===== config.mk =====
export PLATFORM = sky130hd
export DESIGN_NAME = pix_align_cal
export DESIGN_NICKNAME = d
export VERILOG_FILES = /design/src/rtl/pac_pkg.sv /design/src/rtl/pac_ctrl.sv /design/src/rtl/pac_meas.sv /design/src/rtl/pac_solver.sv /design/src/rtl/pac_dline.sv /design/src/rtl/pix_align_cal.sv
export SDC_FILE = /design/constraint.sdc
export NUM_CORES = 2
export LEC_CHECK = 0
export ABC_CLOCK_PERIOD_IN_PS = 40200
export BUFFER_PORTS_ARGS = -buffer_cell sky130_fd_sc_hd__buf_2
export CORE_MARGIN = 3
export CORE_UTILIZATION = 45
export DETAILED_ROUTE_END_ITERATION = 10
export SLEW_MARGIN = 30
export SYNTH_ARGS = -nofsm -noshare
export SYNTH_HDL_FRONTEND = slang
export SYNTH_SLANG_ARGS = --single-unit

===== constraint.sdc =====
create_clock -name clk -period 40.2 [get_ports clk]
set_input_delay 2.01 -clock clk [delete_from_list [all_inputs] [get_ports clk]]
set_output_delay 2.01 -clock clk [all_outputs]
set_load 0.05 [all_outputs]

===== src/rtl/pac_pkg.sv =====
`timescale 1ns/1ps
package pac_pkg;
  typedef enum logic [2:0] {
    ST_IDLE  = 3'd0,
    ST_ARM   = 3'd1,
    ST_MEAS  = 3'd2,
    ST_NEXT  = 3'd3,
    ST_APPLY = 3'd4
  } cal_state_e;
endpackage


===== src/rtl/pac_ctrl.sv =====
`timescale 1ns/1ps
// Sequencer for a calibration run: waits for each flash, walks the window,
// counts flashes and triggers the delay update.
module pac_ctrl
  import pac_pkg::*;
#(
  parameter int TAP_W   = 4,
  parameter int LOG_MAX = 4
) (
  input  logic             clk,
  input  logic             rst_n,
  input  logic             cal_en,
  input  logic             cal_start,
  input  logic             flash_ref,
  input  logic [2:0]       avg_log2,
  output logic             busy,
  output logic             clr_all,
  output logic             clr_hit,
  output logic             meas_en,
  output logic             close_flash,
  output logic             apply,
  output logic             done,
  output logic [TAP_W-1:0] tap_idx,
  output logic [2:0]       shift_sel
);
  localparam int               CNT_W    = LOG_MAX + 1;
  localparam logic [TAP_W-1:0] TAP_LAST = TAP_W'((1 << TAP_W) - 1);
  localparam logic [2:0]       K_MAX    = 3'(LOG_MAX);

  cal_state_e       state_q, state_d;
  logic [TAP_W-1:0] tap_q, tap_d;
  logic [CNT_W-1:0] fl_q, fl_d, n_last;
  logic [2:0]       k_q, k_d, k_clamp;
  logic             done_q, done_d;
  logic             tap_en, fl_en, k_en;

  assign k_clamp = (avg_log2 > K_MAX) ? K_MAX : avg_log2;
  assign n_last  = (CNT_W'(1) << k_q) - CNT_W'(1);

  always_comb begin
    state_d     = state_q;
    tap_d       = tap_q;
    fl_d        = fl_q;
    k_d         = k_q;
    tap_en      = 1'b0;
    fl_en       = 1'b0;
    k_en        = 1'b0;
    clr_all     = 1'b0;
    clr_hit     = 1'b0;
    meas_en     = 1'b0;
    close_flash = 1'b0;
    apply       = 1'b0;
    case (state_q)
      ST_IDLE: begin
        if (cal_en && cal_start) begin
          state_d = ST_ARM;
          fl_d    = '0;
          fl_en   = 1'b1;
          k_d     = k_clamp;
          k_en    = 1'b1;
          clr_all = 1'b1;
        end
      end
      ST_ARM: begin
        if (flash_ref) begin
          state_d = ST_MEAS;
          tap_d   = '0;
          tap_en  = 1'b1;
          clr_hit = 1'b1;
        end
      end
      ST_MEAS: begin
        meas_en = 1'b1;
        if (tap_q == TAP_LAST) begin
          state_d = ST_NEXT;
        end else begin
          tap_d  = tap_q + TAP_W'(1);
          tap_en = 1'b1;
        end
      end
      ST_NEXT: begin
        close_flash = 1'b1;
        if (fl_q == n_last) begin
          state_d = ST_APPLY;
        end else begin
          fl_d    = fl_q + CNT_W'(1);
          fl_en   = 1'b1;
          state_d = ST_ARM;
        end
      end
      ST_APPLY: begin
        apply   = 1'b1;
        state_d = ST_IDLE;
      end
      default: state_d = ST_IDLE;
    endcase
    if ((state_q != ST_IDLE) && !cal_en) begin
      state_d     = ST_IDLE;
      clr_hit     = 1'b0;
      meas_en     = 1'b0;
      close_flash = 1'b0;
      apply       = 1'b0;
    end
    done_d = apply;
  end

  always_ff @(posedge clk or negedge rst_n) begin
    if (!rst_n) begin
      state_q <= ST_IDLE;
      tap_q   <= '0;
      fl_q    <= '0;
      k_q     <= '0;
      done_q  <= 1'b0;
    end else begin
      state_q <= state_d;
      done_q  <= done_d;
      if (tap_en) tap_q <= tap_d;
      if (fl_en)  fl_q  <= fl_d;
      if (k_en)   k_q   <= k_d;
    end
  end

  assign busy      = (state_q != ST_IDLE);
  assign done      = done_q;
  assign tap_idx   = tap_q;
  assign shift_sel = k_q;
endmodule


===== src/rtl/pac_meas.sv =====
`timescale 1ns/1ps
// Per-pixel arrival capture: first-hit detection, arrival sum, miss flag.
module pac_meas #(
  parameter int NPIX  = 49,
  parameter int TAP_W = 4,
  parameter int SUM_W = 8
) (
  input  logic                  clk,
  input  logic                  rst_n,
  input  logic                  clr_all,
  input  logic                  clr_hit,
  input  logic                  meas_en,
  input  logic                  close_flash,
  input  logic [TAP_W-1:0]      tap_idx,
  input  logic [NPIX-1:0]       pix_raw,
  output logic [NPIX*SUM_W-1:0] sum_flat,
  output logic [NPIX-1:0]       miss
);
  for (genvar gp = 0; gp < NPIX; gp++) begin : g_px
    logic             hit_q, hit_d;
    logic             miss_q, miss_d;
    logic [SUM_W-1:0] sum_q, sum_d;
    logic             upd;

    assign upd = clr_all | clr_hit | meas_en | close_flash;

    always_comb begin
      hit_d  = hit_q;
      miss_d = miss_q;
      sum_d  = sum_q;
      if (clr_all) begin
        hit_d  = 1'b0;
        miss_d = 1'b0;
        sum_d  = '0;
      end else begin
        if (clr_hit) hit_d = 1'b0;
        if (meas_en && pix_raw[gp] && !hit_q) begin
          hit_d = 1'b1;
          sum_d = sum_q + SUM_W'(tap_idx);
        end
        if (close_flash && !hit_q) miss_d = 1'b1;
      end
    end

    always_ff @(posedge clk or negedge rst_n) begin
      if (!rst_n) begin
        hit_q  <= 1'b0;
        miss_q <= 1'b0;
        sum_q  <= '0;
      end else if (upd) begin
        hit_q  <= hit_d;
        miss_q <= miss_d;
        sum_q  <= sum_d;
      end
    end

    assign sum_flat[gp*SUM_W +: SUM_W] = sum_q;
    assign miss[gp]                    = miss_q;
  end
endmodule


===== src/rtl/pac_solver.sv =====
`timescale 1ns/1ps
// Averages the arrival sums, finds the latest responding pixel and holds
// the per-pixel delay registers.
module pac_solver #(
  parameter int NPIX  = 49,
  parameter int TAP_W = 4,
  parameter int SUM_W = 8
) (
  input  logic                  clk,
  input  logic                  rst_n,
  input  logic                  apply,
  input  logic [2:0]            shift_sel,
  input  logic [NPIX*SUM_W-1:0] sum_flat,
  input  logic [NPIX-1:0]       miss,
  output logic [NPIX*TAP_W-1:0] dly_flat
);
  logic [TAP_W-1:0] avg [NPIX];
  logic [TAP_W-1:0] latest;

  always_comb begin
    for (int i = 0; i < NPIX; i++) begin
      avg[i] = TAP_W'(sum_flat[i*SUM_W +: SUM_W] >> shift_sel);
    end
  end

  always_comb begin
    latest = '0;
    for (int i = 0; i < NPIX; i++) begin
      if (!miss[i] && (avg[i] > latest)) latest = avg[i];
    end
  end

  for (genvar gp = 0; gp < NPIX; gp++) begin : g_dly
    logic [TAP_W-1:0] dly_q, dly_d;
    logic             dly_en;

    assign dly_en = apply & ~miss[gp];
    assign dly_d  = latest - avg[gp];

    always_ff @(posedge clk or negedge rst_n) begin
      if (!rst_n)      dly_q <= '0;
      else if (dly_en) dly_q <= dly_d;
    end

    assign dly_flat[gp*TAP_W +: TAP_W] = dly_q;
  end
endmodule


===== src/rtl/pac_dline.sv =====
`timescale 1ns/1ps
// One pixel's tap delay line with output gating.
module pac_dline #(
  parameter int TAP_W = 4
) (
  input  logic             clk,
  input  logic             rst_n,
  input  logic             din,
  input  logic [TAP_W-1:0] sel,
  input  logic             gate,
  output logic             dout
);
  localparam int DEPTH = 1 << TAP_W;

  logic [DEPTH-1:0] hist_q, hist_d;

  assign hist_d = {hist_q[DEPTH-2:0], din};

  always_ff @(posedge clk or negedge rst_n) begin
    if (!rst_n) hist_q <= '0;
    else        hist_q <= hist_d;
  end

  assign dout = gate ? 1'b0 : hist_q[sel];
endmodule


===== src/rtl/pix_align_cal.sv =====
`timescale 1ns/1ps
module pix_align_cal #(
  parameter int NPIX    = 49,
  parameter int TAP_W   = 4,
  parameter int LOG_MAX = 4
) (
  input  logic                  clk,
  input  logic                  rst_n,
  input  logic                  cal_en,
  input  logic                  cal_start,
  input  logic                  flash_ref,
  input  logic [2:0]            cfg_avg_log2,
  input  logic [NPIX-1:0]       pix_raw,
  output logic [NPIX-1:0]       pix_out,
  output logic                  cal_busy,
  output logic                  cal_done,
  output logic [NPIX-1:0]       miss_mask,
  output logic [NPIX*TAP_W-1:0] dly_taps
);
  localparam int SUM_W = TAP_W + LOG_MAX;

  logic [1:0]            rst_pipe_q;
  logic                  rst_int_n;
  logic                  clr_all, clr_hit, meas_en, close_flash, apply;
  logic [TAP_W-1:0]      tap_idx;
  logic [2:0]            shift_sel;
  logic [NPIX*SUM_W-1:0] sum_flat;

  // reset asserts at once, releases after two clock edges
  always_ff @(posedge clk or negedge rst_n) begin
    if (!rst_n) rst_pipe_q <= 2'b00;
    else        rst_pipe_q <= {rst_pipe_q[0], 1'b1};
  end
  assign rst_int_n = rst_pipe_q[1];

  pac_ctrl #(.TAP_W(TAP_W), .LOG_MAX(LOG_MAX)) ctrl_i (
    .clk(clk), .rst_n(rst_int_n), .cal_en(cal_en), .cal_start(cal_start),
    .flash_ref(flash_ref), .avg_log2(cfg_avg_log2), .busy(cal_busy),
    .clr_all(clr_all), .clr_hit(clr_hit), .meas_en(meas_en),
    .close_flash(close_flash), .apply(apply), .done(cal_done),
    .tap_idx(tap_idx), .shift_sel(shift_sel)
  );

  pac_meas #(.NPIX(NPIX), .TAP_W(TAP_W), .SUM_W(SUM_W)) meas_i (
    .clk(clk), .rst_n(rst_int_n), .clr_all(clr_all), .clr_hit(clr_hit),
    .meas_en(meas_en), .close_flash(close_flash), .tap_idx(tap_idx),
    .pix_raw(pix_raw), .sum_flat(sum_flat), .miss(miss_mask)
  );

  pac_solver #(.NPIX(NPIX), .TAP_W(TAP_W), .SUM_W(SUM_W)) solver_i (
    .clk(clk), .rst_n(rst_int_n), .apply(apply), .shift_sel(shift_sel),
    .sum_flat(sum_flat), .miss(miss_mask), .dly_flat(dly_taps)
  );

  for (genvar gp = 0; gp < NPIX; gp++) begin : g_line
    pac_dline #(.TAP_W(TAP_W)) dline_i (
      .clk(clk), .rst_n(rst_int_n), .din(pix_raw[gp]),
      .sel(dly_taps[gp*TAP_W +: TAP_W]), .gate(cal_busy), .dout(pix_out[gp])
    );
  end
endmodule


; ---- Word-level counts from Yosys, hierarchy flattened
; Cells that the tools add are included.
[word_totals]
regBits = 1488
out_inout_bits = 296
word_cells = 1733
[classes]
n_lt_le_gt_ge = 99
reduce_logical = 599
eq_ne = 13
bitwise_logic = 101
n_shift = 50
muxes = 519
add_sub_neg = 101
[op_table]
columns = operator, count
row1 = $mux W8, 98
row2 = $add A8 B4 Y8, 49
row3 = $shr A8 B3 Y4, 49
row4 = $mux W1, 308
row5 = $reduce_and A2 Y1, 147
row6 = $lt A4 B5 Y1 const B, 49
row7 = $mux W4, 51
row8 = $reduce_bool A2 Y1, 100
row9 = $logic_and A1 B1 Y1, 198
row10 = $bmux W1 S4, 49
row11 = $sub A4 B4 Y4, 49
row12 = $gt A4 B4 Y1, 48
row13 = $reduce_bool A3 Y1, 50
row14 = $logic_not A1 Y1, 99
row15 = $and A1 B1 Y1, 49
row16 = $not A1 Y1, 49
row17 = $mux W3, 6
row18 = $pmux W3 S4, 1
row19 = $mux W5, 2
row20 = $pmux W5 S2, 1
row21 = $pmux W4 S2, 1
row22 = $reduce_and A4 Y1, 2
row23 = $eq A3 B2 Y1 const B, 2
row24 = $ne A2 B2 Y1 const B, 3
row25 = 17 further kinds, 22

; ---- Depth between registers and ports, before layout
[logic_depth]
ltp_word = 149
depth_mapped = 407

; ---- Modules after synthesis
; A second synthesis with hierarchy kept.
[hier_totals]
hier_cells = 8131
area_unflattened_um2 = 86995.9
[modules_own_cells]
columns = module, n_inst, cells_per_inst, area_per_inst_um2, seq_area_each_um2
row1 = pac_solver, 1, 3566, 30150.2, 4904.7
row2 = pac_meas, 1, 2938, 28982.8, 12261.8
row3 = pac_dline, 49, 31, 549.3, 400.4
row4 = pac_ctrl, 1, 105, 894.6, 400.4
row5 = pix_align_cal, 1, 3, 53.8, 50.0

; ---- Least setup slack after synthesis
; Ideal clock, no wire load.
[synth_path]
kind = register -> register
startpoint = register ctrl_i.k_q[0], in the netlist ctrl_i.shift_sel[0]
endpoint = register solver_i.g_dly[2].dly_q[3]
path_buffers = 27
t_required_ps = 40066
t_arrival_ps = 82775
period_less_slack_ps = 82910
path_stages_with_launch = 362
slack_ps = -42710
path_cell_list = dfrtp_1 -> buf_4 -> buf_6 -> clkbuf_1 -> clkbuf_1 -> buf_1 -> clkbuf_1 -> clkbuf_1 -> clkbuf_1 -> clkbuf_1 -> clkbuf_1 -> buf_1 -> buf_1 -> buf_1 -> buf_1 -> clkbuf_1 -> buf_1 -> buf_4 -> (+326 left out) -> o21a_1 -> o21ai_1 -> mux2_2 -> ha_1 -> nor2b_1 -> o21a_1 -> o21a_1 -> o21ai_1 -> buf_2 -> clkbuf_1 -> nor2_1 -> a21oi_1 -> ha_1 -> a21o_1 -> a21oi_1 -> xnor2_1 -> xnor2_1 -> a21oi_1
[synth_via]
elab_chain_len = 149
word_cells_on_any_way = 197
[synth_rtl]
columns = element, line
row1 = from (decl), pac_ctrl.sv:33  ; logic [2:0] k_q, k_d, k_clamp;
row2 = from (signal assigned), pac_ctrl.sv:119  ; if (k_en) k_q <= k_d;
row3 = $shr A8 B3 Y4, pac_solver.sv:22  ; avg[i] = TAP_W'(sum_flat[i*SUM_W +: SUM_W] >> shift_sel);
row4 = $gt A4 B1 Y1, pac_solver.sv:29  ; if (!miss[i] && (avg[i] > latest)) latest = avg[i];
row5 = $logic_and A1 B1 Y1, pac_solver.sv:29
row6 = $mux W4, pac_solver.sv:29
row7 = $gt A4 B4 Y1, pac_solver.sv:29
row8 = $logic_and A1 B1 Y1, pac_solver.sv:29
row9 = $mux W4, pac_solver.sv:29
row10 = $gt A4 B4 Y1, pac_solver.sv:29
row11 = (+133 left out), --
row12 = $mux W4, pac_solver.sv:29
row13 = $gt A4 B4 Y1, pac_solver.sv:29
row14 = $logic_and A1 B1 Y1, pac_solver.sv:29
row15 = $mux W4, pac_solver.sv:29
row16 = $gt A4 B4 Y1, pac_solver.sv:29
row17 = $logic_and A1 B1 Y1, pac_solver.sv:29
row18 = $mux W4, pac_solver.sv:29
row19 = $sub A4 B4 Y4 *, pac_solver.sv:38  ; assign dly_d = latest - avg[gp];
row20 = to (signal assigned), pac_solver.sv:42  ; else if (dly_en) dly_q <= dly_d;
row21 = to (decl), pac_solver.sv:34  ; logic [TAP_W-1:0] dly_q, dly_d;
; Mark *: on every way between the ends. The rest lies on a longest branch, timed or not.
; A chain may end at the register's enable or synchronous reset.

; ---- Worst setup path after layout
[layout_path]
startpoint = register ctrl_i.k_q[2], in the netlist ctrl_i.shift_sel[2]
endpoint = register solver_i.g_dly[12].dly_q[3]
[layout_via]
elab_chain_len = 149
word_cells_on_any_way = 197
[layout_rtl]
columns = element, line
row1 = $shr A8 B3 Y4, pac_solver.sv:22
row2 = $gt A4 B1 Y1, pac_solver.sv:29
row3 = $logic_and A1 B1 Y1, pac_solver.sv:29
row4 = $mux W4, pac_solver.sv:29
row5 = $gt A4 B4 Y1, pac_solver.sv:29
row6 = $logic_and A1 B1 Y1, pac_solver.sv:29
row7 = $mux W4, pac_solver.sv:29
row8 = $gt A4 B4 Y1, pac_solver.sv:29
row9 = (+133 left out), --
row10 = $mux W4, pac_solver.sv:29
row11 = $gt A4 B4 Y1, pac_solver.sv:29
row12 = $logic_and A1 B1 Y1, pac_solver.sv:29
row13 = $mux W4, pac_solver.sv:29
row14 = $gt A4 B4 Y1, pac_solver.sv:29
row15 = $logic_and A1 B1 Y1, pac_solver.sv:29
row16 = $mux W4, pac_solver.sv:29
row17 = $sub A4 B4 Y4 *, pac_solver.sv:38
row18 = to (signal assigned), pac_solver.sv:42
row19 = to (decl), pac_solver.sv:34
; Marked as above.

==> summary.md <==
| Metric | Value |
|---|---|
| Clk slew on worst S/H paths | approximately 0.07 ns |
| Die H | between 400 and 500 microns |
| Met2 Track Usage GR | a little under half |
| DP HPWL | roughly 190,000 microns |
| Inserted Clock Buffers | roughly 170 |
| Ratio of cells with drive above 1 in the final layout | approximately a third |
| Hold-fix buffers, CTS | 0 |
| Total die area | a little over 200,000 sq um |
| GR Overflow Total | 0 |
| Post-route DRC | 0 |
| RSZ-0062 raised after global routing | true |
| Vias in the first global route | between 70k and 80k |
| FMAX | about 0.015 GHz |
| Initial Util | about 45% |
| Max-slew headroom | ~28% |
| Met3 Usage GRT | around 4.6% |
| Core area | 196,000 sq um |
| CP arrival | 65.99 ns |
| Synth Instances | between 8k and 9k |
| Most frequent cells after synthesis | dfrtp_1, nor2_1, nand2_1 |
| FF+latch area | approximately 37,000 sq um |
| Hold Fails Final Rpt | 0 |
| RR Endpoint | solver_i.g_dly[12].dly_q[3] |
| IO Pins | roughly 350 |
| Post-Syn Nets | roughly 9.2k |
| Worst Slack Setup Final | -25.08 ns |
| DR vias | between 70k and 80k |
| Slew Viols, Final | 0 |
| Horiz. Die Dim | ~450 microns |
| Routed wire length | roughly 300,000 microns |
| Slack of the worst reg-to-reg path | -25.08 ns |
| All-layer global routing usage | a little under 30% |
| Routed Antenna Nets | 0 |
| Number of clock sinks | about 1.5k |
| Hold endpoint | g_line[19].dline_i.hist_q[10] |
| Failing checks | negative setup slack |
| Number of port buffers | ~350 |
| Max incr delay on CP | roughly 0.53 ns |
| Initial antenna violation count | 12 |
| Count leader, synth | dfrtp_1 |
| DRT iter0 DRCs | between 6k and 7k |
| # rows | approximately 160 |
| Mean post-synth cell area | 10.3 sq um |
| Largest area contributor in the netlist | dfrtp_1 |
| Setup crit end kind | flop |
| CTS tree | done |
| Period utilization | 162% |
| Top post-synthesis cells by area | dfrtp_1, mux4_2, ha_1 |
| Min Clock Period, post-route | 65.28 ns |
| Worst Hold Launch | g_line[19].dline_i.hist_q[9] |
| Hold Path Cell Cnt | 0 |
| Area Growth Syn to Fin | 28.5% |
| FF-to-FF Start | ctrl_i.shift_sel[2] |
| Clock Skews | about 0.059 ns |
| Pin count of the biggest net entering global routing | 193 |
| Clock tree buffer depth | 3 |
| Mapped cell area | around 89,000 sq um |
| GR peak layer | met2 |
| Min-delay worst type | reg -> reg |
| WL per Instance | 23.5 microns |
| R2R depth | between 300 and 400 |
| Multi-input logic area | just over 50,000 sq um |
| Number of synthesized flops with an enable pin | 0 |
| Yosys warns | 0 |
| CP Max Fanout | 8 |
| Critical setup path kind | reg -> reg |
| First-pass GRT wire length | 464,000 microns |
| Number of vias per cell | 5.91 |
| Skew-Pair Late Insertion Delay | about 0.85 ns |
| Worst path most repeated cell | ha_4 |
| Register area share after synthesis | 41.9% |
| Setup violations, final | just under 200 |
| Critical path launch point type | flop |
| Root buffer cell | clkbuf_16 |
| Fillers | around 16k |
| Synth Register Bits | between 1k and 1.5k |
| Post-route cell area | roughly 110,000 sq um |
| Placed Instance Area | ~100,000 sq um |
| Met1 usage | about two fifths |
| H-tree Lvls | 4 |
| Status | finished with violations |
| Critical Path RT | 40.91 ns |
| Synth top area share | a little over two fifths |
| Final net count | approximately 11k |
| Max-cap viol count | 0 |
| Post-synthesis async set-or-reset flop share | between 90% and 100% |
| Distinct cells, synth | around 140 |
| Primary FF master, synth | dfrtp_1 |
| Tightest Pin Transition | 1.08 ns |
| GP Congestion | approximately 0.92 |
| Slowest CP cell | or4bb_4 |
| Router iterations before antenna repair | 6 |
critical path, delay by kind of cell, from the launching register on:
family          cells  cell delay (ns)
compound gates    140            25.14
simple gates       87            11.46
xor+xnor            1             0.14
buf+inv            24             2.36
flops               1             0.52
fa+ha+maj          57            14.69
mux                38            10.82
flip-flops by register name (all words and copies together) (netlist names):
register	count
ctrl_i.done	1
ctrl_i.fl_q	5
ctrl_i.shift_sel	3
ctrl_i.state_q	3
ctrl_i.tap_idx	4
g_line.dline_i.hist_q	784
meas_i.g_px.hit_q	49
meas_i.g_px.miss_q	49
meas_i.g_px.sum_q	392
rst_pipe_q	2
solver_i.g_dly.dly_q	196
layout by cell type, fill, tap and decap left out, types with 96 or more instances in the layout:
cell type  count
ha_4          98
ha_1         286
xnor2_1      312
xor2_1       178
o21ai_0      254
buf_4       1334
nand4_1      113
o22ai_1       96
a21oi_1      540
mux2_2       143
clkbuf_16    170
nor2_1       768
mux4_2       285
nand3_1      372
dfrtp_1     1480
a21o_1       166
mux2i_1      178
a31oi_1      114
nand2_1      547
buf_2        352
inv_1        368
cell families (layout without fill, tap and decap cells):
family | after synthesis | after routing | share of synthesized area [%]
mux | 693 | 693 | 12.1
fa+ha+maj | 518 | 518 | 8.08
simple gates | 2458 | 2458 | 13.0
compound gates | 1980 | 1980 | 15.0
xor+xnor | 513 | 513 | 5.07
buf+inv | 956 | 2541 | 4.79
flops | 1488 | 1488 | 41.9
other cells | 1 | 6 | 0.00422
layer usage:
metal / up-vias / wire, microns
met2: 2883 / 141000
met1: 38100 / 124000
met3: 824 / 20100
met5: - / 97
li1: 34000 / -
met4: 10 / 17200
per-stage QoR:
| stage | utilization (%) | setup TNS (ns) | cells | hold slack (ns) | setup WS [ns] |
|---|---|---|---|---|---|
| detailed placement | 52.0 | -5009.79 | 12200 | 0.335 | -25.83 |
| global route | 58.3 | -5409.78 | 12800 | 0.363 | -27.80 |
| CTS | 57.6 | -4647.31 | 12700 | 0.340 | -23.91 |
| floorplan | - | - | 8607 | 0.331 | -28.68 |
| finish | 58.3 | -4873.75 | 12800 | 0.327 | -25.08 |
| global placement | 52.0 | -4609.34 | 12200 | 0.333 | -23.75 |
cell type report:
class | count | share of cell area (%)
Clock inverter | 80 | 1.03
Multi-Input combinational cell | 6163 | 45.1
Timing Repair Buffer | 1839 | 12.8
Sequential cell | 1488 | 32.7
Antenna cell | 5 | 0.0110
Clock buffer | 230 | 4.21
Inverter | 392 | 1.31
Tap cell | 2624 | 2.88
worst max-delay path by stage:
stage / cells past startpoint / slack [ns] / from / to
detailed placement: 351 / -25.83 / ctrl_i.shift_sel[2] / solver_i.g_dly[33].dly_q[3]
global placement: 350 / -23.75 / ctrl_i.shift_sel[2] / solver_i.g_dly[20].dly_q[3]
floorplan: 365 / -28.68 / ctrl_i.shift_sel[0] / solver_i.g_dly[2].dly_q[3]
CTS: 344 / -23.91 / ctrl_i.shift_sel[2] / solver_i.g_dly[31].dly_q[3]
finish: 347 / -25.08 / ctrl_i.shift_sel[2] / solver_i.g_dly[12].dly_q[3]
global route: 355 / -27.80 / ctrl_i.shift_sel[0] / solver_i.g_dly[11].dly_q[3]
timing repair:
item                                   in CTS  in global routing
setup endpoints to repair                 196                196
buffers inserted                          221                 69
endpoints found under the hold margin       0                  0
gates resized for setup                   510                161
pin swaps                                 346                132
cloned                                     25                  0
Power is not shown: default switching activity piles up to over one toggle a cycle in this logic, so the estimate is an artifact.
